### src/rtl/mctp_tx_pkg.sv
// Package: shared types, constants and the CRC-8 step for the packet transmitter.
// Assumes byte-wide frame fields throughout.
package mctp_tx_pkg;

    localparam int BYTE_W   = 8;
    localparam int HDR_LEN  = 8;
    localparam int HDR_IW   = $clog2(HDR_LEN);

    // Fields captured at start; held for the whole packet.
    typedef struct packed {
        logic [7:0] dest_addr;
        logic [6:0] own_addr;
        logic [7:0] dest_eid;
        logic [7:0] src_eid;
        logic       som;
        logic       eom;
        logic [1:0] seq;
        logic [2:0] tag;
        logic [7:0] len;
    } tx_fields_t;

    typedef enum logic [1:0] {
        S_IDLE = 2'd0,
        S_HDR  = 2'd1,
        S_PAY  = 2'd2,
        S_PEC  = 2'd3
    } tx_state_t;

    // One byte of CRC-8, polynomial 0x07, MSB first.
    function automatic logic [7:0] crc8_step(input logic [7:0] c, input logic [7:0] d);
        logic [7:0] x;
        x = c ^ d;
        for (int i = 0; i < 8; i++) begin
            x = x[7] ? ((x << 1) ^ 8'h07) : (x << 1);
        end
        return x;
    endfunction

endpackage

### src/rtl/mctp_tx_hdr.sv
// Module: header byte selector. Picks one of the eight header bytes from the
// captured fields by index. Purely combinational; assumes idx < 8.
module mctp_tx_hdr
    import mctp_tx_pkg::*;
#(
    parameter logic [7:0] CMD_CODE = 8'h0F,
    parameter logic [7:0] HDR_VER  = 8'h01
) (
    input  tx_fields_t        fld_i,
    input  logic [HDR_IW-1:0] idx_i,
    output logic [7:0]        byte_o
);

    logic [7:0] flags;

    // Assemble the flags byte: markers, sequence, reserved zero, tag.
    always_comb begin
        flags = {fld_i.som, fld_i.eom, fld_i.seq, 1'b0, fld_i.tag};
    end

    // Select the header byte for this index.
    always_comb begin
        case (idx_i)
            3'd0:    byte_o = {fld_i.dest_addr[7:1], 1'b0};
            3'd1:    byte_o = CMD_CODE;
            3'd2:    byte_o = fld_i.len + 8'd5;
            3'd3:    byte_o = {fld_i.own_addr, 1'b1};
            3'd4:    byte_o = HDR_VER;
            3'd5:    byte_o = fld_i.dest_eid;
            3'd6:    byte_o = fld_i.src_eid;
            default: byte_o = flags;
        endcase
    end

endmodule

### src/rtl/mctp_tx_pec.sv
// Module: running packet error code. Clears on a new packet and folds in each
// accepted byte. Assumes clr and upd are never high together.
module mctp_tx_pec
    import mctp_tx_pkg::*;
(
    input  logic       clk,
    input  logic       rst_n,
    input  logic       clr_i,
    input  logic       upd_i,
    input  logic [7:0] din_i,
    output logic [7:0] crc_o
);

    logic [7:0] crc_q;

    // Hold the CRC: zero on reset or clear, advance on each accepted byte.
    always_ff @(posedge clk) begin
        if (!rst_n || clr_i) begin
            crc_q <= 8'h00;
        end else if (upd_i) begin
            crc_q <= crc8_step(crc_q, din_i);
        end
    end

    assign crc_o = crc_q;

endmodule

### src/rtl/mctp_smb_tx.sv
// Module: packet transmitter top. Captures a request on start, then streams
// eight header bytes, the payload (passed through from upstream) and the CRC
// byte. Assumes the SMBus master takes bytes on valid&ready, and that the
// payload source supplies exactly the requested length.
module mctp_smb_tx
    import mctp_tx_pkg::*;
#(
    parameter int PAY_MAX = 250
) (
    input  logic       clk,
    input  logic       rst_n,
    input  logic       start_i,
    input  logic       ctrl_rsp_i,
    input  logic [7:0] dest_addr_i,
    input  logic [6:0] own_addr_i,
    input  logic [7:0] dest_eid_i,
    input  logic [7:0] src_eid_i,
    input  logic       som_i,
    input  logic       eom_i,
    input  logic [2:0] tag_i,
    input  logic [7:0] pay_len_i,
    input  logic       pay_valid_i,
    input  logic [7:0] pay_data_i,
    output logic       pay_ready_o,
    output logic       out_valid_o,
    output logic [7:0] out_data_o,
    output logic       out_last_o,
    input  logic       out_ready_i,
    output logic       done_o,
    output logic       rel_o,
    output logic       idle_o
);

    localparam logic [HDR_IW-1:0] HDR_LAST = HDR_IW'(HDR_LEN - 1);

    tx_state_t  state_q;
    tx_fields_t fld_q;
    logic [7:0] idx_q;
    logic [1:0] seq_q;
    logic       done_q;
    logic       rel_q;

    logic       len_ok;
    logic       start_acc;
    logic       start_rej;
    logic       hs;
    logic [7:0] hdr_byte;
    logic [7:0] crc;

    // Classify a start: accepted, rejected for length, or ignored while busy.
    always_comb begin
        len_ok    = (pay_len_i != 8'd0) && (int'(pay_len_i) <= PAY_MAX);
        start_acc = start_i && (state_q == S_IDLE) && len_ok;
        start_rej = start_i && (state_q == S_IDLE) && !len_ok;
    end

    mctp_tx_hdr u_hdr (
        .fld_i  (fld_q),
        .idx_i  (idx_q[HDR_IW-1:0]),
        .byte_o (hdr_byte)
    );

    mctp_tx_pec u_pec (
        .clk   (clk),
        .rst_n (rst_n),
        .clr_i (start_acc),
        .upd_i (hs && (state_q != S_PEC)),
        .din_i (out_data_o),
        .crc_o (crc)
    );

    // Drive the output byte stream from the current phase.
    always_comb begin
        out_valid_o = 1'b0;
        out_data_o  = 8'h00;
        pay_ready_o = 1'b0;
        case (state_q)
            S_HDR: begin
                out_valid_o = 1'b1;
                out_data_o  = hdr_byte;
            end
            S_PAY: begin
                out_valid_o = pay_valid_i;
                out_data_o  = pay_data_i;
                pay_ready_o = out_ready_i;
            end
            S_PEC: begin
                out_valid_o = 1'b1;
                out_data_o  = crc;
            end
            default: ;
        endcase
        out_last_o = (state_q == S_PEC);
        hs         = out_valid_o && out_ready_i;
    end

    // Sequence the packet phases, capture fields and advance the counter.
    always_ff @(posedge clk) begin
        if (!rst_n) begin
            state_q <= S_IDLE;
            fld_q   <= '0;
            idx_q   <= 8'd0;
            seq_q   <= 2'd0;
            done_q  <= 1'b0;
            rel_q   <= 1'b0;
        end else begin
            done_q <= 1'b0;
            rel_q  <= 1'b0;
            case (state_q)
                S_IDLE: begin
                    if (start_acc) begin
                        fld_q.dest_addr <= dest_addr_i;
                        fld_q.own_addr  <= own_addr_i;
                        fld_q.dest_eid  <= dest_eid_i;
                        fld_q.src_eid   <= src_eid_i;
                        fld_q.som       <= som_i | ctrl_rsp_i;
                        fld_q.eom       <= eom_i | ctrl_rsp_i;
                        fld_q.seq       <= seq_q;
                        fld_q.tag       <= tag_i;
                        fld_q.len       <= pay_len_i;
                        seq_q           <= seq_q + 2'd1;
                        idx_q           <= 8'd0;
                        state_q         <= S_HDR;
                    end else if (start_rej) begin
                        rel_q <= 1'b1;
                    end
                end
                S_HDR: begin
                    if (hs) begin
                        if (idx_q[HDR_IW-1:0] == HDR_LAST) begin
                            idx_q   <= 8'd0;
                            state_q <= S_PAY;
                        end else begin
                            idx_q <= idx_q + 8'd1;
                        end
                    end
                end
                S_PAY: begin
                    if (hs) begin
                        if (idx_q == fld_q.len - 8'd1) begin
                            state_q <= S_PEC;
                        end else begin
                            idx_q <= idx_q + 8'd1;
                        end
                    end
                end
                default: begin
                    if (hs) begin
                        state_q <= S_IDLE;
                        done_q  <= 1'b1;
                    end
                end
            endcase
        end
    end

    assign done_o = done_q;
    assign rel_o  = rel_q;
    assign idle_o = (state_q == S_IDLE);


    hold_stall_chk: assert property (@(posedge clk) disable iff (!rst_n)
        (state_q != S_PAY && out_valid_o && !out_ready_i) |=> (out_valid_o && $stable(out_data_o)));


    wr_bit_chk: assert property (@(posedge clk) disable iff (!rst_n)
        (state_q == S_HDR && idx_q == 8'd0) |-> !out_data_o[0]);


    last_valid_chk: assert property (@(posedge clk) disable iff (!rst_n)
        out_last_o |-> out_valid_o);


    done_pulse_chk: assert property (@(posedge clk) disable iff (!rst_n)
        done_o |=> !done_o);


    done_idle_chk: assert property (@(posedge clk) disable iff (!rst_n)
        done_o |-> idle_o);


    rel_idle_chk: assert property (@(posedge clk) disable iff (!rst_n)
        rel_o |-> (idle_o && !done_o && !out_valid_o));


    seq_once_chk: assert property (@(posedge clk) disable iff (!rst_n)
        done_o |-> (seq_q == fld_q.seq + 2'd1));

endmodule

### config.mk
export PLATFORM = sky130hd
export DESIGN_NAME = mctp_smb_tx
export DESIGN_NICKNAME = d
export VERILOG_FILES = /design/src/rtl/mctp_tx_pkg.sv /design/src/rtl/mctp_tx_hdr.sv /design/src/rtl/mctp_tx_pec.sv /design/src/rtl/mctp_smb_tx.sv
export SDC_FILE = /design/constraint.sdc
export NUM_CORES = 1
export LEC_CHECK = 0
export BUFFER_PORTS_ARGS = -buffer_cell sky130_fd_sc_hd__buf_2
export CAP_MARGIN = 20
export CORE_ASPECT_RATIO = 1.2
export CORE_UTILIZATION = 60
export DETAILED_ROUTE_END_ITERATION = 8
export GPL_ROUTABILITY_DRIVEN = 1
export PLACE_DENSITY = 0.85
export REMOVE_ABC_BUFFERS = 1
export SYNTH_ARGS = -nofsm -noshare
export SYNTH_HDL_FRONTEND = slang
export SYNTH_SLANG_ARGS = --single-unit
### constraint.sdc
create_clock -name clk -period 9.25 [get_ports clk]
set_input_delay 0.4625 -clock clk [delete_from_list [all_inputs] [get_ports clk]]
set_output_delay 0.4625 -clock clk [all_outputs]
set_load 0.01 [all_outputs]
-- Word level (Yosys, flattened, before mapping)
Cells that the tools add are included.
- add/sub/neg operators: 4
- order comparisons: 1
- equal/unequal tests: 18
- muxes and demuxes: 27
- bitwise logic cells: 13
- reductions and logical operators: 20
- operators with widths (cell ; number):
    8-bit case mux with 7 select lines ; 1
    8-bit case mux with 3 select lines ; 2
    8-bit two-way mux ; 5
    3-bit two-way mux ; 8
    3-bit NOT ; 8
    3-bit equality test, second input constant ; 4
    2-bit two-way mux ; 6
    2-bit inequality test, second input constant ; 6
    8-bit by 1-bit adder with 8-bit output, second input constant ; 1
    8-bit by 3-bit adder with 8-bit output, second input constant ; 1
    8-bit equality test ; 1
    8-bit less-or-equal comparator, second input constant ; 1
    8-bit nonzero test ; 1
    8-bit by 1-bit subtractor with 8-bit output, second input constant ; 1
    8-bit bitwise XOR ; 1
    3-bit by 2-bit equality test with 1-bit output, second input constant ; 2
    1-bit logical AND ; 6
    2-bit case mux with 3 select lines ; 1
    6-bit AND reduction ; 1
    5-bit AND reduction ; 1
    2-bit equality test, second input constant ; 2
    4-bit OR reduction ; 1
    3-bit by 1-bit equality test with 1-bit output, second input constant ; 1
    3-bit zero test ; 1
    other kinds (15) ; 20
- flip-flop bits (word level): 68
- bits of input ports: 58
- output and inout bits: 14
- word-level logic and storage cells: 98

-- Depth between registers and ports, before layout
- depth in word-level cells: 20
- mapped depth: 14
- mapped depth without buffers: 11

-- By module
From an unflattened synthesis, not the netlist that was laid out.
- cell total of the unflattened synthesis: 506
- area, all modules: 3955.0 sq um
- modules (own cells, without submodules) (module ; instances ; cells an instance ; area an instance (sq um) ; sequential area each (sq um)):
    mctp_smb_tx ; 1 ; 363 ; 2847.7 ; 1201.2
    mctp_tx_pec ; 1 ; 56 ; 599.3 ; 160.2
    mctp_tx_hdr ; 1 ; 87 ; 508.0 ; 0.0

-- Worst setup path before layout
No wires, ideal clock.
- path kind: reg2reg
- from: register idx_q[2]
- to: register u_pec.crc_q[3] (netlist: u_pec.crc_o[3])
- library setup time: 0.072 ns
- arrival: 3.370 ns
- data required time: 9.178 ns
- slack: 5.808 ns
- cell stages (with the launch flop): 14
- path buffers: 2
- period minus slack after synthesis: 3.442 ns
- cells stage by stage: dfxtp_1 clkbuf_1 buf_1 inv_1 ha_1 a222oi_1 o21ai_0 or3_1 and3_1 a21o_1 o32a_1 xor3_1 or3_1 a21oi_1
- cells in the longest elaborated chain, start to end: 9
- elaborated cells between the ends (all ways): 17
- those cells by class: eq/ne: 6; mux: 6; bitwise: 4; reduce/logical: 1
- ends and longest elaborated chain (element ; line ; RTL):
    start, declared ; mctp_smb_tx.sv:38 ; logic [7:0] idx_q;
    start signal, assigned ; mctp_smb_tx.sv:134 ; idx_q <= idx_q + 8'd1;
    start signal, assigned ; mctp_smb_tx.sv:143 ; idx_q <= idx_q + 8'd1;
    3-bit equality test, or another cell as far along ; mctp_tx_hdr.sv:23 ; case (idx_i)
    8-bit case mux with 7 select lines * ; mctp_tx_hdr.sv:23 ;
    8-bit case mux with 3 select lines * ; mctp_smb_tx.sv:77 ; case (state_q)
    8-bit bitwise XOR * ; mctp_tx_pkg.sv:32 ; x = c ^ d;
    3-bit two-way mux ; mctp_tx_pkg.sv:34 ; x = x[7] ? ((x << 1) ^ 8'h07) : (x << 1);
    3-bit NOT (no line) ; n/a ;
    3-bit two-way mux ; mctp_tx_pkg.sv:34 ;
    3-bit NOT (no line) ; n/a ;
    3-bit two-way mux * ; mctp_tx_pkg.sv:34 ;
    end signal, assigned ; mctp_tx_pec.sv:21 ; crc_q <= crc8_step(crc_q, din_i);
    end, declared ; mctp_tx_pec.sv:14 ; logic [7:0] crc_q;
Mark *: on every way between the ends. The rest lies on a longest branch, timed or not.
A chain may end at the register's enable or synchronous reset.

-- Final worst setup path
- from: register idx_q[0]
- to: register u_pec.crc_q[1] (netlist: u_pec.crc_o[1])
- cells in the longest elaborated chain, start to end: 9
- elaborated cells between the ends (all ways): 17
- those cells by class: eq/ne: 6; mux: 6; bitwise: 4; reduce/logical: 1
- ends and longest elaborated chain (element ; line):
    3-bit equality test, or another cell as far along ; mctp_tx_hdr.sv:23
    8-bit case mux with 7 select lines * ; mctp_tx_hdr.sv:23
    8-bit case mux with 3 select lines * ; mctp_smb_tx.sv:77
    8-bit bitwise XOR * ; mctp_tx_pkg.sv:32
    3-bit NOT (no line) ; n/a
    3-bit two-way mux ; mctp_tx_pkg.sv:34
    3-bit two-way mux / 3-bit NOT (equally long branches) ; n/a
    3-bit NOT (no line) / 3-bit two-way mux (equally long branches) ; n/a
    3-bit two-way mux * ; mctp_tx_pkg.sv:34
Marks and branches as above.

==> out/qor.csv <==
metric,value,unit
status,"finished, final reports clean",
worstPathArrival,4110,ps
r2r-end,u_pec.crc_o[1],
maxSlewHeadroom,0.431,
post-route-period-util,0.416,
cts_hold_buf,0,
first_iter_violations,291,
rows,32,
die_x,77.3,µm
cpMostUsedCell,or3_1,
finalNonFillerCells,666,
whs_endpoint,fld_q[33],
switchingPower,0.000360,W
critical_path.max_fanout,13,
synth_cell_types,55,
grt_max_degree,61,
tightestPinTransition,842,ps
numCtsBuffers,9,
syn_inst,529,
power,0.000967,W
ys_seq_area_frac,0.329,
drc,0,
worstPathRequired,9510,ps
routed_wl,9890,µm
h-tree-depth,3,
sw_frac_of_total,0.372,
cts.sinks,67,
clockRootBuffer,clkbuf_8,
clockBufferDepth,2,
pwr-share-clk,0.271,
ir_drop,0.000104,V
viasPerCell,5.93,
setup_tns,0,ps
skew,6.53,ps
hpwl,7090,µm
insertion_delay,350,ps
grt_use_total,0.293,
slew_viol_final,0,
ant_nets,0,
whs_path_depth,3,
io_buffers,70,
critPathBufInv,1,
period_minus_slack,3850,ps
final_cell_mix,"nand2_1 (118), buf_2 (70), dfxtp_1 (67)",
worstReg2RegStart,idx_q[0],
drv_cap,0,
rsz0062_at_grt,false,
routedWlPerCell,14.8,µm
drive_gt1_frac,0.160,
overflow,0,
via_count,3947,
ys.flop_type,dfxtp_1,
clk_pin_slew,70,ps
synth_enable_flop_cells,0,
p_int,0.000607,W
hold_violations,0,
cpMaxStageDelayCell,or3_1,
start_util,0.629,
path_class,flip-flop to flip-flop,
pwr-share-seq,0.374,
clock.fmax,0.260,GHz
synth_area,4080,µm²
crit_family,simple AND/OR/NAND/NOR gates,
hp-start,own_addr_i[2],
setup-violations-final,0,
placed_cells_incl_taps,650,
cts_tree,built,
final_common_cell,nand2_1,
leakage,1.79,nW
critPathMaxStageDelay,500,ps
n_antenna_cell,0,
final_core_util,0.712,
synth-async-reset-ratio,0,
p_per_area,209,nW/µm²
worstSetupEndpointType,flip-flop,
reg2reg_slack,5400,ps
antenna_found_initial,1,
rr_worst_depth,11,
hold_path_class,input port to flip-flop,
postCtsSetupBuffers,0,
fin_nets,646,
ys_seq_elements,67,
syn2layout_area_growth,13.3,%
core,6490,µm²
ioPinCount,72,
dr.pass1.iters,6,
n_fill_cell,566,
gp_congestion,0.853,
avgSynthCellArea,7.71,µm²
grt_pass1_vias,3764,
grt_pass1_wl,16600,µm
startpoint_type,flip-flop,
yosysWarnings,0,
fp.dieH,92.3,µm
crit_chain,inv_1 > ha_1 > or2_0 > or3_1 > o21ai_0 > nand3b_1 > o311ai_0 > xnor2_1 > xor2_1 > or3_1 > a21oi_1,
dieArea,7130,µm²
cts_resized,0,
comb_power_share,0.355,
power by group through the flow:
stage               sequential [W]  clock [W]  combinational [W]
detailed placement        0.000367          0           0.000340
floorplan                 0.000358          0           0.000243
CTS                       0.000362   0.000265           0.000342
finish                    0.000362   0.000262           0.000344
global route              0.000367   0.000276           0.000383
global placement          0.000365          0           0.000327
logic make-up after synthesis:
| group | share of synthesized area |
|---|---|
| adders and majority gates | 0.0368 |
| muxes | 0.00491 |
| DFF | 0.329 |
| AOI/OAI and AO/OA | 0.269 |
| buffers and inverters | 0.0500 |
| xor gates and xnor gates | 0.0724 |
| and+or+nand+nor | 0.238 |
flip-flops by register name, summed over array words and instances, names as in the netlist:
name and count:
fld_q 45, idx_q 8, u_pec.crc_o 8, seq_q 2
state_q 2, done_o 1, rel_o 1
cell usage after synthesis (3+ instances only):
master	count	area share
nand2_1	118	0.11
dfxtp_1	67	0.33
a21boi_0	50	0.092
clkbuf_1	30	0.028
a21oi_1	24	0.029
xnor2_1	19	0.041
o21ai_0	18	0.022
nand3_1	16	0.020
inv_1	15	0.014
nor2_1	15	0.014
ha_1	12	0.037
xor2_1	12	0.026
nor3_1	11	0.013
a22oi_1	9	0.017
or3_1	9	0.014
and2_1	8	0.012
o21a_1	8	0.015
nor2b_1	7	0.011
o211ai_1	6	0.011
a211oi_1	5	0.0092
a22o_1	5	0.011
buf_1	5	0.0046
a222oi_1	4	0.0098
nand3b_1	4	0.0074
nor3b_1	4	0.0074
o2111ai_1	4	0.0086
o31ai_1	4	0.0074
nand2b_1	3	0.0046
nand4_1	3	0.0046
nor4_1	3	0.0046
o41ai_1	3	0.0064
through the flow:
| step | hold WS, ps | worst slack, ps | area (µm²) |
|---|---|---|---|
| final | 359 | 5400 | 4620 |
| after global placement | 454 | 5540 | 4410 |
| after floorplan | 443 | 5920 | 3930 |
| after CTS | 354 | 5440 | 4620 |
| after detailed placement | 459 | 5470 | 4410 |
| after global routing | 370 | 5150 | 4620 |
area by class of cell:
cell class / instances / area [µm²] / area share
Clock inverter: 5 / 77.6 / 0.0168
Inverter: 15 / 56.3 / 0.0122
Sequential cell: 67 / 1340 / 0.290
Multi-Input combinational cell: 410 / 2530 / 0.548
Clock buffer: 11 / 131 / 0.0284
Tap cell: 85 / 106 / 0.0230
Timing Repair Buffer: 73 / 373 / 0.0807
worst max path at each step:
stage	startpoint	to	slack (ps)	cells after the start
floorplan	idx_q[0]	u_pec.crc_o[4]	5920	11
global placement	idx_q[0]	u_pec.crc_o[4]	5540	11
detailed placement	idx_q[0]	u_pec.crc_o[4]	5470	11
CTS	idx_q[0]	u_pec.crc_o[4]	5440	11
global route	idx_q[0]	u_pec.crc_o[4]	5150	11
finish	idx_q[0]	u_pec.crc_o[1]	5400	11
worst reg2reg max path, cell delays in order, from the launching register on:
cell and delay [ps]:
dfxtp_1 430, inv_1 130, ha_1 390, or2_0 390, or3_1 500, o21ai_0 360, nand3b_1 160, o311ai_0 290
xnor2_1 490, xor2_1 150, or3_1 340, a21oi_1 150
per-layer routing:
metal / part of all wire / vias up / global-route usage
met5: 0 / - / 0
met2: 0.50 / 170 / 0.518
met3: 0.070 / 31 / 0.0473
li1: - / 1938 / -
met4: 0.026 / 0 / 0.146
met1: 0.41 / 1808 / 0.339
(Power assumes the default switching activity.)
